`src/rtl/cw_pkg.sv`:
```
package cw_pkg;
  localparam int PTR_W = 24;
  localparam int WORD_W = 32;
  localparam logic [PTR_W-1:0] CHAIN_END = 24'hFF_FFFF;

  typedef enum logic [2:0] {
    S_IDLE,
    S_CHECK,
    S_HDR,
    S_DATA,
    S_SEND,
    S_LINK,
    S_PEEK,
    S_WAIT
  } cw_state_t;
endpackage

```
`src/rtl/cw_timer.sv`:
```
module cw_timer #(
  parameter int CW = 8
) (
  input  logic          clk,
  input  logic          rst_n,
  input  logic          load,
  input  logic [CW-1:0] load_val,
  output logic          last
);
  logic [CW-1:0] cnt_q, cnt_d;
  logic          cnt_en;

  always_comb begin
    cnt_en = load || (cnt_q != '0);
    cnt_d  = load ? load_val : cnt_q - 1'b1;
  end

  always_ff @(posedge clk or negedge rst_n) begin
    if (!rst_n)      cnt_q <= '0;
    else if (cnt_en) cnt_q <= cnt_d;
  end

  assign last = (cnt_q == CW'(1));
endmodule

```
`src/rtl/cw_tally.sv`:
```
module cw_tally #(
  parameter int TW     = 18,
  parameter int LEN_W  = 8,
  parameter int BUDGET = 65535
) (
  input  logic             clk,
  input  logic             rst_n,
  input  logic             clear,
  input  logic             add,
  input  logic [LEN_W-1:0] amount,
  output logic             over
);
  logic [TW-1:0] tot_q, tot_d;
  logic          tot_en;

  always_comb begin
    tot_en = clear || add;
    tot_d  = clear ? '0 : tot_q + TW'(amount) + TW'(1);
  end

  always_ff @(posedge clk or negedge rst_n) begin
    if (!rst_n)      tot_q <= '0;
    else if (tot_en) tot_q <= tot_d;
  end

  assign over = (tot_q > TW'(BUDGET));
endmodule

```
`src/rtl/cw_outreg.sv`:
```
module cw_outreg #(
  parameter int DW = 32
) (
  input  logic          clk,
  input  logic          rst_n,
  input  logic          load,
  input  logic [DW-1:0] load_data,
  input  logic          out_ready,
  output logic          out_valid,
  output logic [DW-1:0] out_data
);
  logic vld_q, vld_d;
  logic [DW-1:0] dat_q;

  always_comb begin
    vld_d = vld_q;
    if (load)                vld_d = 1'b1;
    else if (vld_q && out_ready) vld_d = 1'b0;
  end

  always_ff @(posedge clk or negedge rst_n) begin
    if (!rst_n) begin
      vld_q <= 1'b0;
      dat_q <= '0;
    end else begin
      vld_q <= vld_d;
      if (load) dat_q <= load_data;
    end
  end

  assign out_valid = vld_q;
  assign out_data  = dat_q;
endmodule

```
`src/rtl/chain_walker.sv`:
```
module chain_walker
  import cw_pkg::*;
#(
  parameter int AW        = 12,
  parameter int LEN_W     = 8,
  parameter int BUDGET    = 65535,
  parameter int PAUSE_CYC = 16000,
  parameter int END_CYC   = 19000
) (
  input  logic        clk,
  input  logic        rst_n,
  input  logic        start,
  input  logic [23:0] start_base,
  output logic        busy,
  output logic        waiting,
  output logic        done,
  output logic [23:0] cur_base,
  output logic        mem_req,
  output logic [23:0] mem_addr,
  input  logic        mem_rvalid,
  input  logic [31:0] mem_rdata,
  output logic        out_valid,
  output logic [31:0] out_data,
  input  logic        out_ready
);
  localparam logic [PTR_W-1:0] MASK = PTR_W'((64'd1 << AW) - 64'd1);
  localparam int DMAX = (PAUSE_CYC > END_CYC) ? PAUSE_CYC : END_CYC;
  localparam int CW   = $clog2(DMAX + 1);
  localparam int TW   = $clog2(BUDGET + (2 ** LEN_W) + 2) + 1;

  cw_state_t         st_q, st_d;
  logic [PTR_W-1:0]  walk_q, walk_d;
  logic [PTR_W-1:0]  hdr_q, hdr_d;
  logic [PTR_W-1:0]  nxt_q, nxt_d;
  logic [PTR_W-1:0]  wad_q, wad_d;
  logic [PTR_W-1:0]  base_q, base_d;
  logic [LEN_W-1:0]  left_q, left_d;
  logic              fresh_q, fresh_d;
  logic              fin_q, fin_d;
  logic              done_q, done_d;

  logic              tm_load, tm_last;
  logic [CW-1:0]     tm_val;
  logic              tl_clear, tl_add, tl_over;
  logic              ob_load, ob_valid;
  logic [LEN_W-1:0]  hdr_len;
  logic [PTR_W-1:0]  hdr_next;

  assign hdr_len  = mem_rdata[WORD_W-1 -: LEN_W];
  assign hdr_next = mem_rdata[PTR_W-1:0];

  cw_timer #(.CW(CW)) u_timer (
    .clk(clk), .rst_n(rst_n), .load(tm_load), .load_val(tm_val), .last(tm_last)
  );

  cw_tally #(.TW(TW), .LEN_W(LEN_W), .BUDGET(BUDGET)) u_tally (
    .clk(clk), .rst_n(rst_n), .clear(tl_clear), .add(tl_add),
    .amount(hdr_len), .over(tl_over)
  );

  cw_outreg #(.DW(WORD_W)) u_out (
    .clk(clk), .rst_n(rst_n), .load(ob_load), .load_data(mem_rdata),
    .out_ready(out_ready), .out_valid(ob_valid), .out_data(out_data)
  );

  always_comb begin
    st_d     = st_q;
    walk_d   = walk_q;
    hdr_d    = hdr_q;
    nxt_d    = nxt_q;
    wad_d    = wad_q;
    base_d   = base_q;
    left_d   = left_q;
    fresh_d  = fresh_q;
    fin_d    = fin_q;
    done_d   = 1'b0;
    tm_load  = 1'b0;
    tm_val   = CW'(PAUSE_CYC);
    tl_clear = 1'b0;
    tl_add   = 1'b0;
    ob_load  = 1'b0;
    unique case (st_q)
      S_IDLE: begin
        if (start) begin
          walk_d   = start_base;
          base_d   = start_base;
          fresh_d  = 1'b1;
          tl_clear = 1'b1;
          st_d     = S_CHECK;
        end
      end
      S_CHECK: begin
        fresh_d = 1'b0;
        if (walk_q == CHAIN_END) begin
          if (fresh_q) begin
            done_d = 1'b1;
            st_d   = S_IDLE;
          end else begin
            base_d  = walk_q;
            fin_d   = 1'b1;
            tm_load = 1'b1;
            tm_val  = CW'(END_CYC);
            st_d    = S_WAIT;
          end
        end else if (tl_over) begin
          base_d  = walk_q;
          fin_d   = 1'b0;
          tm_load = 1'b1;
          tm_val  = CW'(PAUSE_CYC);
          st_d    = S_WAIT;
        end else begin
          hdr_d = walk_q & MASK;
          st_d  = S_HDR;
        end
      end
      S_HDR: begin
        if (mem_rvalid) begin
          left_d = hdr_len;
          nxt_d  = hdr_next;
          wad_d  = (hdr_q + PTR_W'(4)) & MASK;
          tl_add = 1'b1;
          st_d   = (hdr_len == '0) ? S_LINK : S_DATA;
        end
      end
      S_DATA: begin
        if (mem_rvalid) begin
          ob_load = 1'b1;
          st_d    = S_SEND;
        end
      end
      S_SEND: begin
        if (out_ready) begin
          wad_d  = (wad_q + PTR_W'(4)) & MASK;
          left_d = left_q - 1'b1;
          st_d   = (left_q == LEN_W'(1)) ? S_LINK : S_DATA;
        end
      end
      S_LINK: begin
        if (nxt_q == hdr_q) begin
          done_d = 1'b1;
          st_d   = S_IDLE;
        end else if (nxt_q == CHAIN_END) begin
          walk_d = nxt_q;
          st_d   = S_CHECK;
        end else begin
          st_d = S_PEEK;
        end
      end
      S_PEEK: begin
        if (mem_rvalid) begin
          if (hdr_next == hdr_q) begin
            done_d = 1'b1;
            st_d   = S_IDLE;
          end else begin
            walk_d = nxt_q;
            st_d   = S_CHECK;
          end
        end
      end
      S_WAIT: begin
        if (tm_last) begin
          if (fin_q) begin
            done_d = 1'b1;
            st_d   = S_IDLE;
          end else begin
            tl_clear = 1'b1;
            st_d     = S_CHECK;
          end
        end
      end
      default: st_d = S_IDLE;
    endcase
  end

  always_ff @(posedge clk or negedge rst_n) begin
    if (!rst_n) begin
      st_q    <= S_IDLE;
      walk_q  <= '0;
      hdr_q   <= '0;
      nxt_q   <= '0;
      wad_q   <= '0;
      base_q  <= '0;
      left_q  <= '0;
      fresh_q <= 1'b0;
      fin_q   <= 1'b0;
      done_q  <= 1'b0;
    end else begin
      st_q    <= st_d;
      walk_q  <= walk_d;
      hdr_q   <= hdr_d;
      nxt_q   <= nxt_d;
      wad_q   <= wad_d;
      base_q  <= base_d;
      left_q  <= left_d;
      fresh_q <= fresh_d;
      fin_q   <= fin_d;
      done_q  <= done_d;
    end
  end

  always_comb begin
    mem_req  = 1'b0;
    mem_addr = '0;
    unique case (st_q)
      S_HDR:  begin mem_req = 1'b1; mem_addr = hdr_q; end
      S_DATA: begin mem_req = 1'b1; mem_addr = wad_q; end
      S_PEEK: begin mem_req = 1'b1; mem_addr = nxt_q & MASK; end
      default: ;
    endcase
  end

  assign busy      = (st_q != S_IDLE);
  assign waiting   = (st_q == S_WAIT);
  assign done      = done_q;
  assign cur_base  = base_q;
  assign out_valid = ob_valid;
endmodule

```
`config.mk`:
```
export PLATFORM = sky130hd
export DESIGN_NAME = chain_walker
export DESIGN_NICKNAME = d
export VERILOG_FILES = /design/src/rtl/cw_pkg.sv /design/src/rtl/cw_timer.sv /design/src/rtl/cw_tally.sv /design/src/rtl/cw_outreg.sv /design/src/rtl/chain_walker.sv
export SDC_FILE = /design/constraint.sdc
export NUM_CORES = 1
export LEC_CHECK = 0
export BUFFER_PORTS_ARGS = -buffer_cell sky130_fd_sc_hd__buf_4
export CORE_AREA = 2 2 154 126
export DETAILED_ROUTE_END_ITERATION = 7
export DIE_AREA = 0 0 156 128
export GPL_TIMING_DRIVEN = 0
export PLACE_DENSITY = 0.77
export RECOVER_POWER = 25
export SETUP_SLACK_MARGIN = 0.2
export SLEW_MARGIN = 30
export SYNTH_ARGS = -nofsm -noshare
export SYNTH_HDL_FRONTEND = slang
export SYNTH_SLANG_ARGS = --single-unit
```
`constraint.sdc`:
```
create_clock -name clk -period 4.16 [get_ports clk]
set_input_delay 0.832 -clock clk [delete_from_list [all_inputs] [get_ports clk]]
set_output_delay 0.832 -clock clk [all_outputs]
set_load 0.05 [all_outputs]
```
==> impl_metrics.json <==
{
  "rsz0062_at_grt": "false",
  "cts_buffers": 17,
  "fin_nets": 1267,
  "critPathTopFamily": "buffers and inverters",
  "fmax_mhz": 295,
  "dieArea_mm2": 0.0200,
  "critPathArrivalTime_ns": 2.56,
  "synth_area_leaders": "dfrtp_1 44%, mux2_2 11%, nand2_1 8.1%",
  "io_buffers": 133,
  "r2r_cells": 11,
  "p_int_mw": 5.80,
  "fp.dieH_um": 128,
  "yosysWarnings": 0,
  "startpoint_type": "register",
  "p_seq_frac": 0.291,
  "fin_cells": 1437,
  "finalHoldViolCount": 0,
  "drc": 0,
  "crit_type": "register to primary output",
  "path_cells": "buf_2 -> buf_2 -> buf_2 -> mux2i_1 -> o21ai_0 -> and2_1 -> buf_4",
  "finalInstanceArea_mm2": 0.0120,
  "core_mm2": 0.0185,
  "layout_common_cells": "217 x nand2_1, 176 x dfrtp_1, 145 x buf_4, 96 x mux2_2, 44 x a21oi_1",
  "avgSynthCellArea_um2": 9.78,
  "htree_levels": 4,
  "met3WireLength_mm": 2.52,
  "ys_ff_latch": 176,
  "wirelength_mm": 27.6,
  "r2r_end": "wad_q[10]$_DFFE_PN0P_",
  "cpPeakStageDelay_ns": 0.43,
  "finalSetupTns_ns": 0,
  "io_pins": 146,
  "finalSetupViolCount": 0,
  "rrSetupSlack_ns": 0.87,
  "worstHoldPathType": "register to register",
  "finClkSkew_ns": 0.00940,
  "ir_worst_vdd_uv": 594,
  "syn_area_mm2": 0.0100,
  "post_cts_buffers": 0,
  "grt_max_degree": 66,
  "antenna_found_initial": 0,
  "switchingPower_mw": 5.21,
  "path_depth": 7,
  "dp.cells": 1407,
  "slowest_stage": "dfrtp_1",
  "clock_power_share": 0.139,
  "yosysTopAreaCellShare": 0.439,
  "swShare": 0.473,
  "die_x_um": 156,
  "cp.required_ns": 3.33,
  "final_common_cell": "nand2_1",
  "end_kind": "primary output",
  "status": "finished, violations left",
  "final.period_utilization": 0.816,
  "violations": "capacitance limit, slew limit",
  "dr.pass1.iters": 5,
  "top_layer_used": "met4",
  "postCtsHoldBufs": 0,
  "cts_buffer_depth": 2,
  "syn_to_final_growth_pct": 19.3,
  "vias": 8578,
  "antenna_left": 0,
  "synth_top_cell_by_area": "dfrtp_1",
  "dp_hpwl_mm": 20.4,
  "async_reset_ff_frac": 1.00,
  "cts_tree": "yes",
  "wl_met2_mm": 12.1,
  "synth-main-ff-cell": "dfrtp_1",
  "dr.first_iter.drc_count": 809,
  "pwr-share-comb": 0.570,
  "place_congestion": 0.948,
  "seqCellArea_mm2": 0.00440,
  "initial_core_util": 0.542,
  "avgViaCountPerCell": 5.97,
  "grt_pass1_vias": 8383,
  "critPathBufInv": 4,
  "cap_violations": 1,
  "powerDensity_mw_per_mm2": 920,
  "netlist_instances": 1026,
  "multi_input_area_mm2": 0.00525,
  "placementRows": 45,
  "synth.distinct_cells": 77,
  "dpl_cell_area_mm2": 0.0114,
  "drive_gt1_frac": 0.270,
  "wl_per_cell_um": 19.2,
  "insertedDiodeCount": 0,
  "path_clk_slew_ns": 0.06,
  "wl_met1_mm": 12.4,
  "worstSkewPairLatency_ns": 0.43,
  "reg2reg_from": "st_q[1]$_DFFE_PN0P_",
  "min_period_ns": 3.39,
  "drv_slew": 56,
  "startpoint": "st_q[2]$_DFFE_PN0P_",
  "grt_pass1_wl_mm": 44.7,
  "cts_root_buffer": "clkbuf_16",
  "slew_headroom": -0.946,
  "grtUsageTotal": 0.286,
  "worst_slew_pin_slew_ns": 2.92,
  "crit_top_cell": "buf_2",
  "power_mw": 11.0,
  "grt_overflow": 0,
  "cts_resized": 0,
  "cp_max_fo": 10,
  "clock-sinks": 176,
  "leakage_nw": 5.49,
  "crit_path_end": "mem_addr[3]",
  "synth_edf_count": 0,
  "fillers": 1486,
  "ys_seq_area_frac": 0.439
}
-- flip-flops by register name, summed over array words and instances, names as in the netlist, 3 cells and up --
register / count
u_out.out_data: 32
cur_base: 24
nxt_q: 24
hdr_q: 12
wad_q: 12
u_tally.tot_q: 18
u_timer.cnt_q: 15
left_q: 8
st_q: 3
walk_q: 24
-- kinds of logic after synthesis --
kind of cell	Yosys count	synth area share
AND/OR/NAND/NOR	413	0.200
AO/OA/AOI/OAI	151	0.0993
buffers and inverters	86	0.0420
adder cells (fa/ha/maj)	15	0.0195
XOR/XNOR	46	0.0402
multiplexers	138	0.160
other	1	0.000374
flip-flops	176	0.439
-- per-stage QoR --
stage               hold slack, ns  setup WS, ns  utilization
CTS                          0.344         0.822        0.646
finish                       0.474         0.767        0.646
detailed placement           0.468         0.963        0.617
floorplan                    0.440          1.63            -
global placement             0.462          1.01        0.614
global route                 0.509         0.406        0.646
-- metal layers --
| layer | track usage | vias to the layer above |
|---|---|---|
| li1 | - | 3922 |
| met1 | 0.424 | 4184 |
| met2 | 0.426 | 422 |
| met3 | 0.0636 | 50 |
| met4 | 0.0793 | 0 |
| met5 | 0 | - |
-- power by group through the flow --
stage,logic (mW),registers [mW],clock network [mW]
after global routing,6.78,3.30,1.62
after global placement,6.08,3.18,0
after floorplan,3.69,3.99,0
final,6.28,3.20,1.54
after detailed placement,6.21,3.21,0
after CTS,6.24,3.19,1.54
-- worst register-to-register path, stage by stage, from the launching register on --
cell	delay [ns]
dfrtp_1	0.46
nor3b_2	0.32
buf_2	0.28
clkbuf_1	0.39
buf_1	0.45
nand2_1	0.11
nand2_1	0.08
ha_1	0.17
inv_1	0.11
a2111oi_4	0.38
a311oi_1	0.17
nor4_1	0.29
-- how the worst min path moves through the flow --
stage	from	endpoint	cells after the start
4_1_cts	rst_n	wad_q[8]$_DFFE_PN0P_	1
5_1_grt	u_tally.tot_q[9]$_DFFE_PN0P_	u_tally.tot_q[9]$_DFFE_PN0P_	1
6_report	u_tally.tot_q[9]$_DFFE_PN0P_	u_tally.tot_q[9]$_DFFE_PN0P_	1
2_1_floorplan	u_tally.tot_q[9]$_DFFE_PN0P_	u_tally.tot_q[9]$_DFFE_PN0P_	1
3_3_place_gp	u_tally.tot_q[9]$_DFFE_PN0P_	u_tally.tot_q[9]$_DFFE_PN0P_	1
3_5_place_dp	wad_q[1]$_DFFE_PN0P_	wad_q[1]$_DFFE_PN0P_	2
-- cells in the mapped netlist, drive strengths merged, types with 2 or more instances --
library cell,instances
nand2b,8
o22ai,2
or2,4
nand2,217
o31ai,3
o2111ai,2
a22o,3
a21oi,44
nor2,40
clkbuf,35
or4,2
a22oi,5
buf,33
o32ai,4
and3,6
xor2,13
o21ai,43
nand3,20
o21a,6
o31a,2
xnor2,33
nor3b,4
and4,3
o211ai,2
a221oi,2
or3,6
dfrtp,176
or3b,4
mux2i,22
nor4,17
and2,19
nand4b,4
o2bb2ai,3
a211oi,8
mux2,116
nor2b,9
nor4bb,2
nor3,18
a21boi,4
ha,14
inv,18
a31oi,3
nand4,26
-- final cells by class --
class	instances	share of cell area
inverter	18	0.00564
buffer	68	0.0296
timing repair buffer	135	0.0882
multi-input combinational	775	0.438
tap	235	0.0246
clock buffer	21	0.0385
sequential	176	0.368
clock inverter	9	0.00721
(Power assumes the default switching activity.)
